File: src/rtl/gpio_pkg.sv
package gpio_pkg;
    parameter int PORT_W = 8;

    typedef logic [PORT_W-1:0] pin_t;

    typedef enum logic [1:0] {
        REG_PIN_IN = 2'd0,
        REG_OUT    = 2'd1,
        REG_DIR    = 2'd2,
        REG_DRIVE  = 2'd3
    } reg_sel_e;

    typedef struct packed {
        pin_t dout;
        pin_t dir;
        pin_t drive;
    } cfg_t;

    function automatic pin_t live_mask(input int n);
        pin_t m;
        m = '0;
        for (int i = 0; i < PORT_W; i++) begin
            if (i < n) m[i] = 1'b1;
        end
        return m;
    endfunction
endpackage

File: src/rtl/gpio_in_sync.sv
module gpio_in_sync
    import gpio_pkg::*;
(
    input  logic clk,
    input  logic rst_n,
    input  pin_t raw,
    output pin_t synced
);
    typedef struct packed {
        pin_t s1;
        pin_t s2;
    } sync_t;

    sync_t sync_d, sync_q;

    always_comb begin
        sync_d    = sync_q;
        sync_d.s1 = raw;
        sync_d.s2 = sync_q.s1;
    end

    always_ff @(posedge clk or negedge rst_n) begin
        if (!rst_n) sync_q <= '0;
        else        sync_q <= sync_d;
    end

    assign synced = sync_q.s2;
endmodule

File: src/rtl/gpio_cfg_regs.sv
module gpio_cfg_regs
    import gpio_pkg::*;
#(
    parameter pin_t LIVE = '1
) (
    input  logic     clk,
    input  logic     rst_n,
    input  logic     wr,
    input  reg_sel_e sel,
    input  pin_t     wdata,
    output cfg_t     cfg
);
    cfg_t cfg_d, cfg_q;

    always_comb begin
        cfg_d = cfg_q;
        if (wr) begin
            case (sel)
                REG_OUT:   cfg_d.dout  = wdata & LIVE;
                REG_DIR:   cfg_d.dir   = wdata & LIVE;
                REG_DRIVE: cfg_d.drive = wdata & LIVE;
                default:   cfg_d       = cfg_q;
            endcase
        end
    end

    always_ff @(posedge clk or negedge rst_n) begin
        if (!rst_n) cfg_q <= '0;
        else        cfg_q <= cfg_d;
    end

    assign cfg = cfg_q;
endmodule

File: src/rtl/gpio_pin_drive.sv
module gpio_pin_drive
    import gpio_pkg::*;
#(
    parameter pin_t LIVE      = '1,
    parameter pin_t SLEW_PINS = '0
) (
    input  cfg_t cfg,
    input  pin_t fab_oe,
    input  pin_t fab_own,
    input  pin_t fab_val,
    output pin_t pad_out,
    output pin_t pad_oe,
    output pin_t pad_fast
);
    for (genvar i = 0; i < PORT_W; i++) begin : g_pin
        if (!LIVE[i]) begin : g_dead
            assign pad_out[i]  = 1'b0;
            assign pad_oe[i]   = 1'b0;
            assign pad_fast[i] = 1'b0;
        end else begin : g_live
            logic drive_en;
            logic value;
            assign drive_en = cfg.dir[i] | fab_oe[i];
            assign value    = fab_own[i] ? fab_val[i] : cfg.dout[i];
            if (SLEW_PINS[i]) begin : g_slew
                assign pad_out[i]  = value;
                assign pad_oe[i]   = drive_en;
                assign pad_fast[i] = cfg.drive[i];
            end else begin : g_odcap
                assign pad_out[i]  = cfg.drive[i] ? 1'b0 : value;
                assign pad_oe[i]   = drive_en & ~(cfg.drive[i] & value);
                assign pad_fast[i] = 1'b0;
            end
        end
    end
endmodule

File: src/rtl/gpio_port_regs.sv
module gpio_port_regs
    import gpio_pkg::*;
#(
    parameter int   PINS      = 8,
    parameter pin_t SLEW_MASK = 8'hF0
) (
    input  logic              clk,
    input  logic              rst_n,
    input  logic [1:0]        bus_addr,
    input  logic              bus_wr,
    input  logic [PORT_W-1:0] bus_wdata,
    output logic [PORT_W-1:0] bus_rdata,
    input  logic [PORT_W-1:0] fab_oe,
    input  logic [PORT_W-1:0] fab_own,
    input  logic [PORT_W-1:0] fab_val,
    input  logic [PORT_W-1:0] pad_in,
    output logic [PORT_W-1:0] pad_out,
    output logic [PORT_W-1:0] pad_oe,
    output logic [PORT_W-1:0] pad_fast
);
    localparam pin_t LIVE = live_mask(PINS);

    reg_sel_e sel;
    cfg_t     cfg;
    pin_t     levels;
    pin_t     dout_q, dir_q, drv_q;

    assign sel = reg_sel_e'(bus_addr);

    gpio_cfg_regs #(.LIVE(LIVE)) u_regs (
        .clk(clk), .rst_n(rst_n), .wr(bus_wr), .sel(sel),
        .wdata(bus_wdata), .cfg(cfg)
    );

    gpio_in_sync u_sync (
        .clk(clk), .rst_n(rst_n), .raw(pad_in), .synced(levels)
    );

    gpio_pin_drive #(.LIVE(LIVE), .SLEW_PINS(SLEW_MASK)) u_drive (
        .cfg(cfg), .fab_oe(fab_oe), .fab_own(fab_own), .fab_val(fab_val),
        .pad_out(pad_out), .pad_oe(pad_oe), .pad_fast(pad_fast)
    );

    assign dout_q = cfg.dout;
    assign dir_q  = cfg.dir;
    assign drv_q  = cfg.drive;

    always_comb begin
        case (sel)
            REG_PIN_IN: bus_rdata = levels & LIVE;
            REG_OUT:    bus_rdata = cfg.dout;
            REG_DIR:    bus_rdata = cfg.dir;
            default:    bus_rdata = cfg.drive;
        endcase
    end
endmodule

File: config.mk
export PLATFORM = sky130hd
export DESIGN_NAME = gpio_port_regs
export DESIGN_NICKNAME = d
export VERILOG_FILES = /design/src/rtl/gpio_pkg.sv /design/src/rtl/gpio_in_sync.sv /design/src/rtl/gpio_cfg_regs.sv /design/src/rtl/gpio_pin_drive.sv /design/src/rtl/gpio_port_regs.sv
export SDC_FILE = /design/constraint.sdc
export NUM_CORES = 1
export LEC_CHECK = 0
export BUFFER_PORTS_ARGS = -buffer_cell sky130_fd_sc_hd__buf_2
export CAP_MARGIN = 15
export CORE_MARGIN = 10
export CORE_UTILIZATION = 42
export CTS_CLUSTER_DIAMETER = 30
export DETAILED_ROUTE_END_ITERATION = 10
export GPL_ROUTABILITY_DRIVEN = 0
export GPL_TIMING_DRIVEN = 1
export PLACE_DENSITY_LB_ADDON = 0.3
export SLEW_MARGIN = 20
export SYNTH_ARGS = -nofsm -noshare
export SYNTH_HDL_FRONTEND = slang
export SYNTH_HIERARCHICAL = 1
export SYNTH_SLANG_ARGS = --single-unit
File: constraint.sdc
create_clock -name clk -period 1 [get_ports clk]
set_input_delay 0.1 -clock clk [delete_from_list [all_inputs] [get_ports clk]]
set_output_delay 0.1 -clock clk [all_outputs]
set_load 0.1 [all_outputs]
==> impl_results.rst <==
.. list-table::
   :header-rows: 1

   * - Metric
     - Value
   * - Starting Density
     - 44.40%
   * - Number of routed nets with antenna violations
     - 0
   * - Total global routing overflow
     - 0
   * - Status
     - finished with violations
   * - Num Clock Sinks
     - 40
   * - Type of destination of the critical path
     - output pin
   * - Cells after synthesis
     - between 100 and 150
   * - Number of vias after detailed routing
     - 1330
   * - Area inside the core boundary
     - 0.004086 mm2
   * - Area delta synth->final
     - 74.48%
   * - Fin util
     - 77.46%
   * - Cell at the slowest stage of the critical path
     - sky130_fd_sc_hd__mux4_2
   * - Total length of routed met2 wires
     - between 2000 and 3000 um
   * - Nets@finish
     - 271
   * - Combinational family with the most area after synthesis
     - multiplexers
   * - Worst-case vdd ir drop
     - between 1 and 1.5 mV
   * - Global-route total usage across every layer
     - 14.12%
   * - Vertical extent of the die
     - roughly 86 um
   * - Detail Placement HPWL
     - approximately 3800 um
   * - Critical path type
     - flip-flop to output pin
   * - Summed instance area of the synthesized netlist
     - 0.001814 mm2
   * - Critical path, cell by cell
     - mux4_2 > buf_12
   * - Post-route DRC
     - 0
   * - Antenna violations before repair
     - 0
   * - Compound-gate portion of the synthesized area
     - under 10%
   * - Average size of a mapped cell
     - 15.37 um2
   * - Arr. time, crit path
     - 1380 ps
   * - CP max stage delay
     - 510 ps
   * - Leakage power figure
     - about 1.5 nW
   * - Min Tclk post-route
     - 1484 ps
   * - Top-Level Pins
     - 77
   * - Final wirelength
     - around 5100 um
   * - Sum of met3 wire segment lengths after detailed routing
     - 491 um
   * - Post-place setup slack
     - -291.3 ps
   * - Number of max-capacitance violations reported
     - 0
   * - Pwr Density
     - 2165 mW/mm2
   * - Kind of cell adding the most delay to the critical path
     - multiplexers
   * - Detailed-routing wirelength on met1
     - 1645 um
   * - Buffer cell driving the clock tree root
     - sky130_fd_sc_hd__clkbuf_8
   * - Sequential-to-total area share from yosys stat
     - between 50% and 60%
   * - Total cell area at the placement stage
     - 0.002624 mm2
   * - Clk buf depth
     - 2
   * - Vias in the first global route
     - between 1500 and 2000
   * - Required @ worst endpoint
     - 900 ps
   * - Ratio of final minimum period to clock period
     - 148.4%
   * - Total of warnings raised by yosys
     - 6
   * - Fraction of layout cells with a size suffix above 1
     - roughly three quarters
   * - Area enclosed by the die boundary
     - 0.007349 mm2
   * - Final total power
     - 0.006854 W
   * - Setup ws final
     - -484.0 ps
   * - Finish-stage setup viols
     - 28
   * - Number of hold-slack violations in the final timing report
     - 0
   * - RSZ-0062 raised after global routing
     - yes
   * - Post-Synth Adder-Cell Area
     - 0%
   * - Post-route cell area
     - between 0.003 and 0.004 mm2
   * - Highest routed metal layer
     - met4
   * - Cell Rows
     - 23
   * - Violated checks
     - negative setup slack
   * - Die width
     - approximately 86 um
   * - Maximum fanout encountered on the critical timing path
     - 2
   * - Fmax
     - 673.9 MHz
   * - Final-layout worst hold slack
     - around 70 ps
   * - Tightest Hold Check Type
     - input port to flip-flop
   * - Multiplexer share of the synthesized area
     - 29.79%
   * - Number of H-tree levels
     - 2
   * - Clock transition time at the flip-flop clock pins of the worst setup and hold paths
     - 70 ps
   * - Worst Clk Skew
     - 4.705 ps
   * - Synth cell types
     - 17
   * - Flip-flop and latch count after synthesis
     - 40
   * - Fillers
     - 256
   * - Pins Over Slew Limit
     - 0
   * - Minimum setup slack among reg-to-reg paths
     - 0 ps
   * - Launching element type of the critical path
     - flip-flop
   * - CTS tree
     - yes
   * - Wire length of the first global-routing pass
     - 8031 um
   * - TritonCTS Buffers
     - 5
   * - Clock latency of the later-clocked register in the worst-skew pair
     - 290 ps
   * - Diode count
     - 0
   * - Drt pass-1 iters
     - 4
   * - WL/cell
     - between 15 and 20 um
   * - Simple-gate share of the synthesized area
     - 4.759%
   * - Largest net degree at the start of global routing
     - 41
   * - Sum of buffers and inverters on the critical path
     - 1
   * - Mean number of vias per cell
     - 4.801
   * - Number of input and output port buffers inserted
     - 72
   * - Xor and xnor area share after synthesis
     - 0%
   * - DR iter-0 viols
     - 33
-- kinds of logic after synthesis --
kind of cell / after synthesis
mux: 40
compound gates: 4
other cells: 1
simple gates: 12
flops: 40
buf+inv: 21
-- cell type report --
class	instances	area, um2	area share (%)
well taps	50	62.56	1.976
inverters	3	11.26	0.3557
multi-input cells	60	794.5	25.10
clock buffers	8	100.1	3.162
flip-flops and latches	40	1002	31.66
repair buffers	116	1195	37.75
-- layout by cell type, fill, tap and decap left out, drive strengths merged --
cell type    count
o22a             3
clkbuf           8
conb             4
nand3b           2
dlygate4sd3      9
nand3            1
or2              4
mux4             8
a21oi            1
inv              3
nor2b            1
mux2            29
mux2i            3
dfrtp           40
buf            107
nor2             4
-- routing by layer --
metal | vias to the layer above | GRT usage (%)
li1 | 613 | -
met2 | 55 | 26.50
met5 | - | 0
met3 | 6 | 6.717
met1 | 656 | 13.37
met4 | 0 | 3.593
-- path summary, 6_finish.rpt --
kind,from,endpoint,cells after the start
min,bus_wdata[0],u_regs/cfg[16],2
max,u_regs/cfg[6],bus_rdata[6],2
max reg2reg,u_regs/cfg[3],u_regs/cfg[3],3
min reg2reg,u_sync/sync_d[6],u_sync/synced[6],0
min in group asynchronous,rst_n,u_sync/sync_d[5],3
max in group asynchronous,rst_n,u_regs/cfg[1],3
-- registers in the layout, summed over array words and instances, names as in the netlist --
| register | count |
|---|---|
| u_sync/synced | 8 |
| u_sync/sync_d | 8 |
| u_regs/cfg | 24 |
-- stage by stage --
stage | setup TNS [ps] | std cells
floorplan | -2598 | 121
global placement | -7035 | 257
detailed placement | -7573 | 257
CTS | -9837 | 274
global route | -11140 | 277
finish | -9751 | 277
-- Yosys cell counts --
master / instances / area share, %
sky130_fd_sc_hd__a21oi_2: 1 / 0.48
sky130_fd_sc_hd__buf_4: 16 / 6.6
sky130_fd_sc_hd__buf_6: 1 / 0.62
sky130_fd_sc_hd__clkbuf_2: 1 / 0.28
sky130_fd_sc_hd__conb_1: 1 / 0.21
sky130_fd_sc_hd__dfrtp_1: 40 / 55
sky130_fd_sc_hd__inv_1: 3 / 0.62
sky130_fd_sc_hd__mux2_2: 28 / 17
sky130_fd_sc_hd__mux2_4: 1 / 0.83
sky130_fd_sc_hd__mux2i_1: 3 / 1.7
sky130_fd_sc_hd__mux4_2: 8 / 9.9
sky130_fd_sc_hd__nand3_2: 1 / 0.55
sky130_fd_sc_hd__nand3b_2: 2 / 1.2
sky130_fd_sc_hd__nor2_1: 4 / 0.83
sky130_fd_sc_hd__nor2b_4: 1 / 0.76
sky130_fd_sc_hd__o22a_1: 3 / 1.4
sky130_fd_sc_hd__or2_2: 4 / 1.4
-- power breakdown --
group / internal (W) / total [W] / switching [W]
clock: 0.000629 / 0.00114 / 0.000511
combinational: 0.00155 / 0.00375 / 0.00219
sequential: 0.00184 / 0.00197 / 0.000130
-- what timing repair did --
item / 4_1_cts / 5_1_grt
setup buffers: 0 / 6
cloned: 0 / 0
hold endpoints to repair: 48 / 0
setup endpoints to repair: 28 / 28
gates resized for setup: 71 / 18
hold buffers: 9 / 0
(Power assumes the default switching activity.)
